`config.mk`:
```
export PLATFORM = sky130hd
export DESIGN_NAME = spi_port
export DESIGN_NICKNAME = d
export VERILOG_FILES = /design/src/rtl/spi_port.sv
export SDC_FILE = /design/constraint.sdc
export NUM_CORES = 1
export LEC_CHECK = 0
export CORE_MARGIN = 5
export CORE_UTILIZATION = 40
export DETAILED_ROUTE_END_ITERATION = 8
export PLACE_DENSITY = 0.62
export SLEW_MARGIN = 20
export SYNTH_ARGS = -nofsm -noshare
export SYNTH_HDL_FRONTEND = slang
export SYNTH_SLANG_ARGS = --single-unit
```
`constraint.sdc`:
```
create_clock -name clk -period 5.1 [get_ports clk]
set_clock_uncertainty 0.2 [all_clocks]
set_input_delay 1.275 -clock clk [delete_from_list [all_inputs] [get_ports clk]]
set_output_delay 1.275 -clock clk [all_outputs]
set_load 0.01 [all_outputs]
```
`src/rtl/spi_port.sv`:
```
module spi_port #(
  parameter int DW = 8,
  parameter int PW = 3,
  parameter int RW = 3
) (
  input  logic          clk,
  input  logic          rst_n,
  input  logic          wr_en,
  input  logic          rd_en,
  input  logic [1:0]    addr,
  input  logic [DW-1:0] wdata,
  output logic [DW-1:0] rdata,
  output logic          irq,
  output logic          sck_o,
  output logic          sck_oe,
  input  logic          sck_i,
  output logic          mosi_o,
  output logic          mosi_oe,
  input  logic          mosi_i,
  output logic          miso_o,
  output logic          miso_oe,
  input  logic          miso_i,
  output logic          sel_o,
  output logic          sel_oe,
  input  logic          sel_i
);
  localparam int HCW = PW + (1 << RW) + 1;
  localparam int EW  = $clog2(2 * DW);
  localparam int SBW = $clog2(DW);

  logic [5:0]       ctrl;
  logic [PW+RW-1:0] rate;
  logic             done, fault, done_arm, fault_arm, busy, sck, sck_q, samp;
  logic [DW-1:0]    sh, rxb;
  logic [HCW-1:0]   cnt, half;
  logic [EW-1:0]    edges;
  logic [SBW-1:0]   sbits;
  logic [RW:0]      shamt;

  wire en = ctrl[0], mst = ctrl[1];
  wire fault_now = en & mst & ~ctrl[3] & ~sel_i;
  wire tick = busy & (cnt == half - HCW'(1));
  wire [DW-1:0] shifted = {sh[DW-2:0], samp};

  assign shamt = {1'b0, rate[PW+RW-1:PW]} + (RW+1)'(1);
  assign half  = (HCW'(rate[PW-1:0]) + HCW'(1)) << shamt;

  always_ff @(posedge clk or negedge rst_n) begin
    if (!rst_n) begin
      ctrl <= '0; rate <= '0; done <= 1'b0; fault <= 1'b0;
      done_arm <= 1'b0; fault_arm <= 1'b0; busy <= 1'b0; sck <= 1'b0;
      sck_q <= 1'b0; samp <= 1'b0; sh <= '0; rxb <= '0; cnt <= '0;
      edges <= '0; sbits <= '0;
    end else begin
      sck_q <= sck_i;
      if (wr_en && addr == 2'd0) begin
        ctrl <= wdata[5:0];
        if (fault_arm) begin fault <= 1'b0; fault_arm <= 1'b0; end
      end
      if (wr_en && addr == 2'd1) rate <= wdata[PW+RW-1:0];
      if (rd_en && addr == 2'd2) begin
        if (done)  done_arm  <= 1'b1;
        if (fault) fault_arm <= 1'b1;
      end
      if (rd_en && addr == 2'd3 && done_arm) begin
        done <= 1'b0; done_arm <= 1'b0;
      end
      if (wr_en && addr == 2'd3 && !busy && sbits == '0) begin
        sh <= wdata;
        if (en && mst && !fault_now) begin
          busy <= 1'b1; cnt <= '0; edges <= '0;
        end
      end
      if (tick) begin
        cnt   <= '0;
        sck   <= ~sck;
        edges <= edges + EW'(1);
        if (!sck) samp <= miso_i;
        else begin
          sh <= shifted;
          if (edges == EW'(2 * DW - 1)) begin
            busy <= 1'b0; done <= 1'b1; rxb <= shifted;
          end
        end
      end else if (busy) cnt <= cnt + HCW'(1);
      if (en && !mst) begin
        if (sel_i) sbits <= '0;
        else if (sck_i && !sck_q) samp <= mosi_i;
        else if (!sck_i && sck_q) begin
          sh    <= shifted;
          sbits <= sbits + SBW'(1);
          if (sbits == SBW'(DW - 1)) begin
            done <= 1'b1; rxb <= shifted; sbits <= '0;
          end
        end
      end
      if (fault_now) begin
        fault <= 1'b1; ctrl[1:0] <= 2'b00; busy <= 1'b0; sck <= 1'b0;
      end
    end
  end

  assign sck_o   = sck;
  assign sck_oe  = en & mst;
  assign mosi_o  = sh[DW-1];
  assign mosi_oe = en & mst;
  assign miso_o  = sh[DW-1];
  assign miso_oe = en & ~mst & ~sel_i;
  assign sel_oe  = ctrl[3];
  assign sel_o   = ctrl[4] ? ~busy : ctrl[5];
  assign irq     = ctrl[2] & (done | fault);

  always_comb begin
    case (addr)
      2'd0:    rdata = DW'(ctrl);
      2'd1:    rdata = DW'(rate);
      2'd2:    rdata = DW'({fault, done});
      default: rdata = rxb;
    endcase
  end
endmodule

```
==> out/results.tsv, run 1 <==
stage	metric	value	unit
run_status	status	complete, no violations	
synthesis	Yosys reg bits	55	
pwr	P_leak	1.84	nW
sta	unrepaired setup endpoints after global routing	no	
final_layout	Nets	435	
cts	Sink Count	55	
synthesis	EDFF count, synth	0	
cts	CTS Hold Buffers Added	0	
cts	clock buffer depth	2	
pwr	Comb power frac	48.7	%
cts	Worst-path clk slew	0.09	ns
detailed_routing	number of detailed-route iterations in the first pass	5	
detailed_routing	wire length per cell	16.2	µm
critical_path	critical path class	input pin to output pin	
pwr	Sw Ratio	41.3	%
floorplanning	area of the core	0.00928	mm²
floorplanning	Die Footprint	0.0116	mm²
critical_path	Req. time, crit path	3.62	ns
synthesis	most common cell in the synthesized netlist	dfrtp_1	
pwr	sequential share of power	37.0	%
floorplanning	die width	108	µm
synthesis	post-synth top area cell	dfrtp_1	
placement	routability congestion estimate	0.844	
synthesis	syn_nets	407	
sta	Worst slew margin	34.5	%
synthesis	top cell type's share of synthesized area	36.0	%
placement	DPL Wire Length	6520	µm
sta	measured slew at the worst slew-check pin	0.981	ns
cts	Setup Buffers After CTS	0	
critical_path	Max FO, Critical Path	7	
worst_hold_path	Hold Path Class	flop to flop	
sta	fin crit share	87.6	%
cts	CTS tree	built	
detailed_routing	Final ANT Viol Nets	0	
pwr	Max rail drop VDD	0.000177	V
detailed_routing	Residual DRC	0	
worst_hold_path	Hold Path Depth	1	
detailed_routing	drt first-iter violations	183	
detailed_routing	vias per inst	5.49	
global_routing	first-pass GRT wire length	14800	µm
synthesis	library cells used by synthesis	69	
placement	I/O Buffers	34	
global_routing	initial antenna violation count	0	
final_layout	layout cell share with drive strength beyond 1	17.8	%
worst_hold_path	HP Start	edges[2]	
cts	CTS buffer count	5	
pwr	Clk pwr share	14.3	%
sta	final worst slack	0.631	ns
floorplanning	I/O Pins	35	
placement	minimum setup slack after placement	0.633	ns
global_routing	gr usage total	15.8	%
synthesis	Avg Inst Size Synth	10.0	µm²
global_routing	number of global-route vias before repair	2952	
floorplanning	Die Y	108	µm
critical_path	RR Startpoint	rate[4]	
final_layout	ant diodes	0	
final_layout	Area growth syn-to-layout	13.1	%
worst_hold_path	Worst Hold End	edges[2]	
cts	worst skew pair latency	0.30	ns
synthesis	Primary FF master, synth	dfrtp_1	
sta	Final setup violation count	0	
sta	final hold viol count	0	
cts	Clock Root Buffer	clkbuf_8	
critical_path	CP arrival	2.99	ns
sta	Slew Viols, Final	0	
cts	H-tree Lvls	2	
sta	minimum clock period	4.47	ns
synthesis	asr flop ratio synth	100	%
global_routing	largest net degree at the start of global routing	56	
sta	f_max	224	MHz
synthesis	Syn Std Cell Area	0.00382	mm²
pwr	internal power	1.17	mW
flow_run	Max Cap Viol	0	
floorplanning	row cnt	35	
detailed_routing	drt total wl	8740	µm
critical_path	Reg2Reg Capture Point	cnt[11]	
synthesis	Seq/Total Area, Yosys	36.0	%
detailed_routing	Via Count	2953	
critical_path	Reg2Reg Setup Slack	0.91	ns
synthesis	Syn Inst Count	381	
critical_path	R2R depth	12	
critical_path	crit start category	input pin	
synthesis	Area contributors post-synth	dfrtp_1 (36%), mux2_4 (6.3%), mux2_2 (5.0%), nand2_1 (3.6%), nand3_1 (3.3%)	
sta	setup_tns	0	ns
cts	Post-CTS Resized	0	
pwr	Pwr Density	460	mW/mm²
synthesis	YS warnings	0	
critical_path	crit end category	output pin	
floorplanning	initial core utilization	41.2	%
global_routing	grt ovf	0	
pwr	sw power	0.821	mW
synthesis	Post-synth top cells	dfrtp_1 (55), nand2_1 (37), nand3_1 (25), o21ai_0 (21), nor2_1 (20)	
worst max-delay path by stage:
stage	end	slack, ns	from	cells past startpoint
3_3_place_gp	rdata[0]	0.64	addr[1]	3
2_1_floorplan	rdata[0]	1.51	addr[1]	2
3_5_place_dp	rdata[0]	0.63	addr[1]	3
6_report	rdata[0]	0.63	addr[1]	3
4_1_cts	rdata[0]	0.61	addr[1]	3
5_1_grt	rdata[4]	0.49	addr[1]	5
registers in the layout, indices dropped and copies added, names as in the netlist:
| signal | cells |
|---|---|
| done_arm | 1 |
| fault | 1 |
| rate | 6 |
| sck_q | 1 |
| sh | 8 |
| rxb | 8 |
| sck_o | 1 |
| sbits | 3 |
| busy | 1 |
| ctrl | 6 |
| cnt | 12 |
| done | 1 |
| fault_arm | 1 |
| samp | 1 |
| edges | 4 |
kinds of logic (layout without fill, tap and decap cells):
kind of cell    count (synthesis)  in the layout  synth area share, %
simple gates                  142            142                 20.0
compound gates                 78             78                 16.1
flops                          55             55                 36.0
mux                            46             46                 15.3
buf+inv                        31             59                 4.84
xor+xnor                       21             21                 5.20
fa+ha+maj                       8              8                 2.62
layout by cell type, fill, tap and decap left out, drive strengths merged, types with 7 or more instances in the layout:
cell	synthesis	final
o21ai	27	27
clkdlybuf4s50	0	33
mux2i	11	11
nand4	14	14
xnor2	12	12
a21oi	7	7
nand2	37	37
inv	13	13
ha	8	8
xor2	9	9
and3	7	7
nor3	8	8
nor2	20	20
mux2	33	33
a31oi	10	10
nand3	25	25
dfrtp	55	55
power by group through the flow:
stage | combinational (mW) | sequential, mW | clock (mW)
floorplan | 0.812 | 0.666 | 0
global placement | 0.946 | 0.738 | 0
detailed placement | 0.967 | 0.742 | 0
CTS | 0.972 | 0.734 | 0.291
global route | 1.07 | 0.760 | 0.306
finish | 0.968 | 0.736 | 0.284
layout make-up:
class	instances	area (µm²)
multi-input combinational	295	2260
fill	907	4960
clock inverter	1	30.0
sequential	55	1380
timing repair buffer	39	373
clock buffer	6	72.6
inverter	13	48.8
tap	129	161
layer usage:
layer	track usage (%)	vias up	share of wire, %
li1	-	1439	-
met1	21.9	1453	49
met2	26.2	57	48
met3	1.80	4	2.5
met4	4.24	0	0.82
met5	0	-	0
worst max-delay path, stage by stage:
cell	delay, ns
clkdlybuf4s50_1	0.65
mux4_2	0.55
clkdlybuf4s50_1	0.51
metrics by stage:
step	total power, mW	area [µm²]	utilization [%]	cells	hold slack (ns)
final	1.99	4330	46.6	538	0.305
after global routing	2.13	4330	46.6	538	0.339
after CTS	2.00	4330	46.6	538	0.312
after detailed placement	1.71	4220	45.5	531	0.296
after global placement	1.68	4220	45.5	531	0.287
after floorplan	1.48	3820	-	381	0.268
No activity file was read; power rests on OpenSTA's default activity.
==> run 2, diff against run 1 <==
==> constraint.sdc (replaced) <==
create_clock -name clk -period 5.15 [get_ports clk]
set_clock_uncertainty 0.2 [all_clocks]
set_input_delay 1.2875 -clock clk [delete_from_list [all_inputs] [get_ports clk]]
set_output_delay 1.2875 -clock clk [all_outputs]
set_load 0.01 [all_outputs]
==> run 2 against run 1 <==
  * Sequential power down 0.7%
  * Design area up 0.17%
  * Non-clock buffer count down 1
  * Clock power up 6%
  * Sequential cell count unchanged
  * Sequential share of layout area down 0.055 points
  * Critical path depth unchanged
  * Worst setup slack better by 0.034 ns
  * Critical path type unchanged
  * Critical endpoint unchanged
  * Largest cell class unchanged
  * Largest power group unchanged
==> out/results.tsv, run 2 (synthesis gave the netlist of run 1 again) <==
stage	metric	value	unit	change
worst_hold_path	Hold Path Class	flop to flop		unchanged
floorplanning	die width	108	µm	unchanged
pwr	Sw Ratio	41.2	%	was 41.3%
detailed_routing	Routed met2 length	4210	µm	was 4200 µm
cts	CTS tree	built		unchanged
cts	CTS buffer count	5		unchanged
floorplanning	row cnt	35		unchanged
cts	clock buffer depth	2		unchanged
global_routing	initial antenna violation count	0		unchanged
detailed_routing	wire length per cell	16.2	µm	about the same
final_layout	max FFs per register	12		unchanged
sta	fin crit share	87.1	%	
critical_path	CP top delay family	buffers and inverters		unchanged
global_routing	gr usage total	16.1	%	was 15.8%
sta	Final setup violation count	0		unchanged
cts	H-tree Lvls	2		unchanged
final_layout	layout cell share with drive strength beyond 1	18.1	%	was 17.8%
floorplanning	Die Y	108	µm	unchanged
final_layout	ant diodes	0		unchanged
run_status	status	complete, no violations		unchanged
critical_path	Req. time, crit path	3.66	ns	was 3.62 ns
global_routing	first-pass GRT wire length	15200	µm	was 14,800 µm
cts	Clock Root Buffer	clkbuf_8		unchanged
final_layout	most common cell after layout, fill and taps aside	dfrtp_1		unchanged
final_layout	Largest Register	cnt		unchanged
pwr	Design Power	1.99	mW	about the same
global_routing	number of global-route vias before repair	2917		was 2,952
pwr	Clk pwr share	15.2	%	was 14.3%
placement	routability congestion estimate	0.843		was 0.844
critical_path	critical path class	input pin to output pin		unchanged
cts	Worst-path clk slew	0.10	ns	was 0.09 ns
sta	measured slew at the worst slew-check pin	0.915	ns	was 0.981 ns
detailed_routing	M1 wire length	4200	µm	was 4250 µm
critical_path	worst path cell trace	clkdlybuf4s50_1 -> mux4_2 -> clkdlybuf4s50_1		unchanged
critical_path	crit start category	input pin		unchanged
final_layout	Nets	434		was 435
placement	DPL Wire Length	6480	µm	was 6520 µm
detailed_routing	WL met3	226	µm	was 219 µm
cts	Setup Buffers After CTS	0		unchanged
detailed_routing	drt first-iter violations	152		was 183
pwr	Comb power frac	48.1	%	was 48.7%
sta	f_max	223	MHz	
cts	Post-CTS Resized	0		unchanged
critical_path	Buf/Inv on CP	2		unchanged
critical_path	Max FO, Critical Path	7		unchanged
detailed_routing	Via Count	2950		was 2,953
critical_path	crit end category	output pin		unchanged
detailed_routing	Final ANT Viol Nets	0		unchanged
critical_path	CP max stage cell	clkdlybuf4s50_1		unchanged
detailed_routing	drt total wl	8730	µm	was 8740 µm
detailed_routing	vias per inst	5.48		was 5.49
floorplanning	area of the core	0.00928	mm²	unchanged
pwr	sequential share of power	36.8	%	was 37.0%
final_layout	Top Registers	cnt: 12 flops, rxb: 8 flops, sh: 8 flops		unchanged
critical_path	R2R depth	12		unchanged
pwr	internal power	1.17	mW	about the same
critical_path	CP Depth	3		unchanged
final_layout	most frequent cells in the layout	dfrtp_1 (55), nand2_1 (37), clkdlybuf4s50_1 (33), nand3_1 (25), o21ai_0 (21)		unchanged
detailed_routing	Residual DRC	0		unchanged
global_routing	grt ovf	0		unchanged
sta	setup_tns	0	ns	unchanged
pwr	P_leak	1.84	nW	about the same
sta	Worst slew margin	38.9	%	was 34.5%
sta	final hold viol count	0		unchanged
placement	Placed Cells	530		was 531
cts	Sink Count	55		unchanged
placement	I/O Buffers	34		unchanged
critical_path	Critical Path Max Stage Delay	0.65	ns	about the same
sta	Slew Viols, Final	0		unchanged
pwr	Max rail drop VDD	0.000189	V	was 0.000177 V
critical_path	most used cell, CP	clkdlybuf4s50_1		unchanged
sta	worst hold margin	0.324	ns	was 0.305 ns
final_layout	Area growth syn-to-layout	13.3	%	was 13.1%
cts	CTS Hold Buffers Added	0		unchanged
flow_run	Max Cap Viol	0		unchanged
global_routing	largest net degree at the start of global routing	56		unchanged
critical_path	Reg2Reg Setup Slack	0.94	ns	was 0.91 ns
worst_hold_path	Hold Path Depth	1		unchanged
floorplanning	initial core utilization	41.2	%	unchanged
final_layout	non-filler cells, final	538		unchanged
detailed_routing	number of detailed-route iterations in the first pass	4		was 5
sta	minimum clock period	4.49	ns	
floorplanning	I/O Pins	35		unchanged
sta	unrepaired setup endpoints after global routing	no		unchanged
critical_path	CP arrival	3.00	ns	was 2.99 ns
pwr	Pwr Density	459	mW/mm²	was 460 mW/mm²
detailed_routing	Top Metal Used	met4		unchanged
pwr	sw power	0.818	mW	was 0.821 mW
cts	worst skew pair latency	0.30	ns	about the same
floorplanning	Die Footprint	0.0116	mm²	unchanged
## run 2: changes by cell type in the layout (fill, tap and decap cells not counted)
cell	delta
clkinv_2	+1
clkbuf_1	-1
clkbuf_8	+1
buf_4	-1
## run 2: worst reg2reg max path: cells and delay by family, from the launching register on
family,cells,cell delay (ns)
xor gates and xnor gates,1,0.19
and+or+nand+nor,5,1.28
DFF,1,0.48
adders and majority gates,2,0.97
AOI/OAI and AO/OA,4,0.97
## run 2: final cells by class
cell class                      count  area [µm²]
Fill cell                         926        4950
Multi-Input combinational cell    295        2260
Sequential cell                    55        1380
Timing Repair Buffer               38         365
Tap cell                          129         161
Clock buffer                        6        82.6
Inverter                           13        48.8
Clock inverter                      2        35.0
## run 2: layer usage
metal	GRT usage, %	vias up
met5	0	-
met4	3.97	0
met3	2.16	6
met2	25.8	47
met1	23.0	1465
li1	-	1432
## run 2: worst paths after layout
check,start,to
setup / recovery,addr[1],rdata[0]
max in group asynchronous,rst_n,cnt[5]
setup reg to reg,rate[4],cnt[11]
min in group asynchronous,rst_n,sh[7]
hold / removal,edges[2],edges[2]
hold reg to reg,edges[2],edges[2]
## run 2: power groups by stage
stage	logic [mW]	registers, mW	clock network, mW
2_1_floorplan	0.804	0.659	0
3_3_place_gp	0.936	0.732	0
3_5_place_dp	0.956	0.736	0
4_1_cts	0.962	0.729	0.310
5_1_grt	1.07	0.756	0.320
6_report	0.955	0.731	0.301
## run 2: stage by stage
stage,setup slack (ns),cell area (µm²),utilization (%)
3_5_place_dp,0.672,4220,45.4
3_3_place_gp,0.662,4220,45.4
2_1_floorplan,1.54,3820,-
5_1_grt,0.526,4330,46.7
4_1_cts,0.651,4330,46.7
6_report,0.665,4330,46.7
